## config.mk

```make
export PLATFORM = sky130hd
export DESIGN_NAME = vic_top
export DESIGN_NICKNAME = d
export VERILOG_FILES = /design/src/rtl/vic_pkg.sv /design/src/rtl/vic_sync.sv /design/src/rtl/vic_sense.sv /design/src/rtl/vic_arbiter.sv /design/src/rtl/vic_top.sv
export SDC_FILE = /design/constraint.sdc
export NUM_CORES = 1
export LEC_CHECK = 0
export BUFFER_PORTS_ARGS = -buffer_cell sky130_fd_sc_hd__buf_2
export CAP_MARGIN = 20
export CORE_UTILIZATION = 46
export CTS_CLUSTER_DIAMETER = 150
export DETAILED_ROUTE_END_ITERATION = 6
export GPL_TIMING_DRIVEN = 1
export PLACE_DENSITY = 0.74
export RECOVER_POWER = 100
export SLEW_MARGIN = 20
export SYNTH_ARGS = -nofsm -noshare
export SYNTH_HDL_FRONTEND = slang
export SYNTH_HIERARCHICAL = 1
export SYNTH_SLANG_ARGS = --single-unit
```

## constraint.sdc

```tcl
create_clock -name clk -period 1.98 [get_ports clk]
set_input_delay 0.396 -clock clk [delete_from_list [all_inputs] [get_ports clk]]
set_output_delay 0.396 -clock clk [all_outputs]
set_load 0.005 [all_outputs]
```

## src/rtl/vic_pkg.sv

```systemverilog
// Package vic_pkg: shared types for the interrupt controller.
// Assumes: sense-mode bits arrive as plain logic and are cast to sense_e.
package vic_pkg;
    // Sense mode of one external line
    typedef enum logic {
        SENSE_FALL = 1'b0,
        SENSE_LOW  = 1'b1
    } sense_e;

    // Index of the external line fed by the key group
    localparam int KEY_LINE = 6;
endpackage

```

## src/rtl/vic_sync.sv

```systemverilog
// Module vic_sync: two-flop synchronizer for a vector of asynchronous pins.
// Assumes: each bit is independent; pins idle at RST_VAL during reset.
module vic_sync #(
    parameter int  W       = 9,
    parameter bit  RST_VAL = 1'b1
) (
    input  logic         clk,
    input  logic         rst_n,
    input  logic [W-1:0] async_in,
    output logic [W-1:0] sync_out
);
    logic [W-1:0] meta_q;
    logic [W-1:0] stab_q;

    // Two-stage capture of the asynchronous inputs
    always_ff @(posedge clk) begin
        if (!rst_n) begin
            meta_q <= {W{RST_VAL}};
            stab_q <= {W{RST_VAL}};
        end else begin
            meta_q <= async_in;
            stab_q <= meta_q;
        end
    end

    assign sync_out = stab_q;
endmodule

```

## src/rtl/vic_sense.sv

```systemverilog
// Module vic_sense: per-line falling-edge or low-level request detection.
// Assumes: line_n is already synchronized; a new edge beats a clear in the same cycle.
module vic_sense
    import vic_pkg::*;
#(
    parameter int N = 8
) (
    input  logic         clk,
    input  logic         rst_n,
    input  logic [N-1:0] line_n,
    input  logic [N-1:0] lvl_mode,
    input  logic [N-1:0] clr,
    output logic [N-1:0] pend
);
    logic [N-1:0] prev_q;
    logic [N-1:0] edge_q;

    // Previous synchronized value, used for edge detection
    always_ff @(posedge clk) begin
        if (!rst_n) prev_q <= '1;
        else        prev_q <= line_n;
    end

    for (genvar g = 0; g < N; g++) begin : g_line
        // Sticky falling-edge flag; held clear while the line is level-sensed
        always_ff @(posedge clk) begin
            if (!rst_n)
                edge_q[g] <= 1'b0;
            else if (sense_e'(lvl_mode[g]) == SENSE_LOW)
                edge_q[g] <= 1'b0;
            else if (prev_q[g] && !line_n[g])
                edge_q[g] <= 1'b1;
            else if (clr[g])
                edge_q[g] <= 1'b0;
        end

        // Pending view: level follows the line, edge follows the flag
        assign pend[g] = (sense_e'(lvl_mode[g]) == SENSE_LOW) ? !line_n[g] : edge_q[g];
    end
endmodule

```

## src/rtl/vic_arbiter.sv

```systemverilog
// Module vic_arbiter: fixed-priority pick, the lowest index wins.
// Assumes: requests are already masked; purely combinational.
module vic_arbiter #(
    parameter int NSRC = 14,
    parameter int VW   = 4
) (
    input  logic [NSRC-1:0] req,
    output logic            hit,
    output logic [VW-1:0]   vec
);
    // Scan from the lowest priority up so that the lowest index is kept
    always_comb begin
        hit = |req;
        vec = '0;
        for (int i = NSRC - 1; i >= 0; i--) begin
            if (req[i]) vec = VW'(i);
        end
    end
endmodule

```

## src/rtl/vic_top.sv

```systemverilog
// Module vic_top: prioritized vectored interrupt controller.
// Collects the non-maskable, external, key-group, internal and watchdog
// requests, and presents one vector per acceptance at an instruction boundary.
// Assumes: nmi_in and irq_n sit at their idle high level during reset;
// int_req and wdt_req are synchronous to clk.
module vic_top
    import vic_pkg::*;
#(
    parameter int N_EXT = 8,
    parameter int N_KEY = 8,
    parameter int N_INT = 4,
    localparam int NSRC   = 1 + N_EXT + N_INT + 1,
    localparam int VW     = $clog2(NSRC),
    localparam int V_EXT0 = 1,
    localparam int V_INT0 = 1 + N_EXT,
    localparam int V_WDT  = NSRC - 1
) (
    input  logic             clk,
    input  logic             rst_n,
    input  logic             nmi_in,
    input  logic             nmi_rise,
    input  logic [N_EXT-1:0] irq_n,
    input  logic [N_EXT-1:0] irq_lvl,
    input  logic [N_KEY-1:0] key_n,
    input  logic [N_KEY-1:0] key_en,
    input  logic [N_INT-1:0] int_req,
    input  logic             wdt_req,
    input  logic             wdt_to_nmi,
    input  logic             cpu_imask,
    input  logic             cpu_boundary,
    input  logic             cpu_ccr_write,
    input  logic             cpu_ack,
    output logic             irq_valid,
    output logic [VW-1:0]    irq_vector
);
    logic             key_hit;
    logic [N_EXT-1:0] line_raw;
    logic [N_EXT-1:0] line_sync;
    logic             nmi_sync;
    logic             nmi_prev_q;
    logic             nmi_edge;
    logic             nmi_pend_q;
    logic             wdt_pend_q;
    logic             inhibit_q;
    logic             valid_q;
    logic [VW-1:0]    vec_q;
    logic             ack_fire;
    logic             accept_ok;
    logic [N_EXT-1:0] ext_clr;
    logic [N_EXT-1:0] ext_pend;
    logic [NSRC-1:0]  req_vec;
    logic             arb_hit;
    logic [VW-1:0]    arb_vec;

    // Merge enabled, low key inputs onto the key line
    always_comb begin
        key_hit  = |(~key_n & key_en);
        line_raw = irq_n;
        line_raw[KEY_LINE] = irq_n[KEY_LINE] & ~key_hit;
    end

    vic_sync #(
        .W       (N_EXT + 1),
        .RST_VAL (1'b1)
    ) u_sync (
        .clk      (clk),
        .rst_n    (rst_n),
        .async_in ({nmi_in, line_raw}),
        .sync_out ({nmi_sync, line_sync})
    );

    assign ack_fire = valid_q && cpu_ack;

    for (genvar g = 0; g < N_EXT; g++) begin : g_clr
        assign ext_clr[g] = ack_fire && (vec_q == VW'(V_EXT0 + g));
    end

    vic_sense #(
        .N (N_EXT)
    ) u_sense (
        .clk      (clk),
        .rst_n    (rst_n),
        .line_n   (line_sync),
        .lvl_mode (irq_lvl),
        .clr      (ext_clr),
        .pend     (ext_pend)
    );

    // Previous synchronized non-maskable level
    always_ff @(posedge clk) begin
        if (!rst_n) nmi_prev_q <= 1'b1;
        else        nmi_prev_q <= nmi_sync;
    end

    assign nmi_edge = nmi_rise ? (!nmi_prev_q && nmi_sync) : (nmi_prev_q && !nmi_sync);

    // Non-maskable pending flag: set by an edge or the routed watchdog, set wins
    always_ff @(posedge clk) begin
        if (!rst_n)
            nmi_pend_q <= 1'b0;
        else if (nmi_edge || (wdt_req && wdt_to_nmi))
            nmi_pend_q <= 1'b1;
        else if (ack_fire && vec_q == '0)
            nmi_pend_q <= 1'b0;
    end

    // Maskable watchdog pending flag
    always_ff @(posedge clk) begin
        if (!rst_n)
            wdt_pend_q <= 1'b0;
        else if (wdt_req && !wdt_to_nmi)
            wdt_pend_q <= 1'b1;
        else if (ack_fire && vec_q == VW'(V_WDT))
            wdt_pend_q <= 1'b0;
    end

    // Eligible requests in vector order, the mask applied to all but vector 0
    always_comb begin
        req_vec                          = '0;
        req_vec[0]                       = nmi_pend_q;
        req_vec[V_EXT0 +: N_EXT]         = ext_pend & {N_EXT{!cpu_imask}};
        req_vec[V_INT0 +: N_INT]         = int_req & {N_INT{!cpu_imask}};
        req_vec[V_WDT]                   = wdt_pend_q && !cpu_imask;
    end

    vic_arbiter #(
        .NSRC (NSRC),
        .VW   (VW)
    ) u_arb (
        .req (req_vec),
        .hit (arb_hit),
        .vec (arb_vec)
    );

    // Reset hold-off, released by the first boundary
    always_ff @(posedge clk) begin
        if (!rst_n)            inhibit_q <= 1'b1;
        else if (cpu_boundary) inhibit_q <= 1'b0;
    end

    assign accept_ok = cpu_boundary && !inhibit_q && !cpu_ccr_write && !valid_q;

    // Presented vector: captured at an allowed boundary, held until acknowledged
    always_ff @(posedge clk) begin
        if (!rst_n) begin
            valid_q <= 1'b0;
            vec_q   <= '0;
        end else if (ack_fire) begin
            valid_q <= 1'b0;
        end else if (accept_ok && arb_hit) begin
            valid_q <= 1'b1;
            vec_q   <= arb_vec;
        end
    end

    assign irq_valid  = valid_q;
    assign irq_vector = vec_q;
endmodule

```

==> impl_metrics.tcl <==
set metrics [dict create \
    tightest_slew_ns 0.3720 \
    cts_max_path_buffers 2 \
    io_buffers 50 \
    async_flop_share_pct 0 \
    cts_sinks 43 \
    ff2ff_setup_slack_ns -0.03 \
    drv_cap 0 \
    yosysTopAreaCell "dfxtp_1" \
    p_total_w 0.001750 \
    cp_max_fo 4 \
    wl_per_cell_um 12.01 \
    die_x_um 66.09 \
    fin_util_pct 64.59 \
    synth.distinct_cells 34 \
    antenna_cells 0 \
    hpwl_um 2796 \
    end_kind "flip-flop" \
    path_clk_slew_ns 0.08 \
    wl_um 3974 \
    irDropWorstVdd_mv 0.5793 \
    coreArea_sq_mm 0.003799 \
    gp_congestion 0.8501 \
    drc 0 \
    vias 1639 \
    synth_edf_count 0 \
    htree_levels 2 \
    min_path_type "in2reg" \
    yosysSeqAreaShare_pct 45.56 \
    rows 22 \
    worst_ep_required_time_ns 2.17 \
    critPathKind "reg2reg" \
    drt_iter0_markers 163 \
    slew_headroom_pct 75.20 \
    fin_crit_sh_pct 101.4 \
    antenna_found_initial 0 \
    worst_r2r_path_depth 8 \
    synth.net_count 261 \
    worstSkewPairLatency_ns 0.31 \
    clock.fmax_mhz 497.9 \
    hold_violations 0 \
    root_buffer "clkbuf_8" \
    nets 328 \
    critPathLaunchType "flip-flop" \
    clock_skew_ns 0.01069 \
    worstPathArrival_ns 2.20 \
    start_util_pct 49.74 \
    period_needed_ns 2.008 \
    finalMaxSlewViolations 0 \
    ys_ff_latch 43 \
    grt_pass1_wl_um 6348 \
    violations "negative setup slack" \
    cts_tree "done" \
    ant_nets 0 \
    dieArea_sq_mm 0.004367 \
    cts_buffers 5 \
    synth_area_per_cell_sq_um 8.787 \
    drtPass1Iterations 4 \
    status "finished with violations" \
    synthCells 215 \
    hold_depth 2 \
    synth_top_cell_area_share_pct 45.56 \
    finalSetupViolations 3 \
    yosysWarnings 6 \
    synth.area.top_cells "dfxtp_1 (46%), nand2b_1 (16%), a21oi_1 (5.6%)" \
    synthesis.area_sq_mm 0.001889 \
    track_usage_pct 19.54 \
    layout-drive-gt1-share_pct 33.57 \
    setup_slack_ns -0.02836 \
    p_per_area_mw_per_mm2 713.1 \
    grt.overflow.total 0 \
    grt_pass1_vias 1488 \
    yosys_most_used_dff "dfxtp_1" \
    rsz0062_at_grt "true" \
    pin_count 51 \
    viasPerCell 4.952 \
    syn_to_final_growth_pct 29.87 \
    grt_max_degree 24 \
    p_leak_nw 0.9806 \
    die_h_um 66.09 \
]
-- power breakdown --
part	switching [W]	leakage (nW)	internal [W]
clock network	0.000303	0.0474	0.000284
registers	0.0000205	0.355	0.000899
logic	0.000109	0.578	0.000135
total	0.000432	0.981	0.00132
-- layer usage --
metal  up-vias  part of all wire, %  track usage (%)
met5         -                    0                0
met4         0                 0.86            8.777
met3         3                  6.3            5.000
met2        57                   49            33.42
met1       726                   44            22.72
li1        853                    -                -
-- cell families after synthesis --
logic type	count (synthesis)	synth area share [%]
flip-flops	43	45.56
AO/OA/AOI/OAI	40	12.52
AND/OR/NAND/NOR	117	37.88
buffers and inverters	14	3.245
multiplexers	1	0.7945
-- registers in the layout, indices dropped and copies added, names as in the netlist --
register         flops
nmi_prev_q           1
u_sync/meta_q        9
inhibit_q            1
irq_vector           4
wdt_pend_q           1
u_sense/prev_q       8
u_sync/sync_out      9
u_sense/edge_q       8
irq_valid            1
nmi_pend_q           1
-- worst paths after layout --
kind                                            to               from
worst max register to register       irq_vector[0]  u_sense/edge_q[0]
worst min-delay path              u_sync/meta_q[8]             nmi_in
worst max-delay path                 irq_vector[0]  u_sense/edge_q[0]
worst min register to register  u_sync/sync_out[2]   u_sync/meta_q[2]
-- cell usage after synthesis, drive strengths merged (3+ instances only) --
master and count:
nand2b 51, inv 11, nand3 5, dfxtp 43, o21ai 8, nor2b 14
or2b 7, o31ai 3, a21oi 23, nand2 3, nor2 21, nor4 5
-- critical path, stage by stage, from the launching register on --
cell	delay, ns
dfxtp_2	0.33
nor2_2	0.08
a21oi_1	0.04
nor2b_2	0.15
or4_4	0.54
nand3b_1	0.26
and4bb_2	0.35
nand3_2	0.09
a21oi_1	0.07
-- layout make-up --
type                            count  area (sq um)
Clock buffer                        6         82.58
Clock inverter                      2         16.27
Fill cell                         338          1345
Inverter                           11         41.29
Multi-Input combinational cell    158          1044
Sequential cell                    43         867.1
Tap cell                           48         60.06
Timing Repair Buffer               63         342.8
-- through the flow --
step           cells  worst slack [ns]  TNS [ns]  hold slack, ns  area (sq um)
2_1_floorplan    215            0.1067         0          0.3846          1891
3_3_place_gp     322          -0.04480   -0.2122          0.3870          2270
3_5_place_dp     322          -0.09605   -0.3902          0.3909          2270
4_1_cts          330           0.07004         0          0.2581          2369
5_1_grt          331           -0.1120   -0.3742          0.2641          2454
6_report         331          -0.02836  -0.03574          0.2636          2454
-- cell usage in the layout, fill, tap and decap left out, types with 2 or more instances in the layout --
cell type / synthesis / layout
or2b_1: 7 / 7
nor2_1: 21 / 19
nand3b_1: 2 / 2
nand2_1: 3 / 3
buf_2: 1 / 46
a21oi_2: 2 / 2
nor2b_1: 14 / 10
nor4_1: 5 / 4
nand3_2: 0 / 4
o21ai_0: 8 / 8
nand2b_1: 49 / 49
o22ai_1: 2 / 2
clkbuf_1: 1 / 4
nand2b_2: 2 / 2
nor3b_2: 1 / 2
inv_1: 10 / 10
dfxtp_1: 43 / 38
a21oi_1: 21 / 21
o31ai_1: 2 / 3
nor2_2: 0 / 2
dfxtp_2: 0 / 5
nor2b_2: 0 / 2
clkbuf_8: 0 / 6
nor3_1: 2 / 2
buf_4: 0 / 13
nor2b_4: 0 / 2
-- what timing repair did --
action,CTS,global route
setup endpoints to repair,0,5
buffers inserted,0,1
hold buffers,0,0
hold endpoints to repair,0,0
gates resized for setup,0,22
Power figures use the tool's default switching activity.
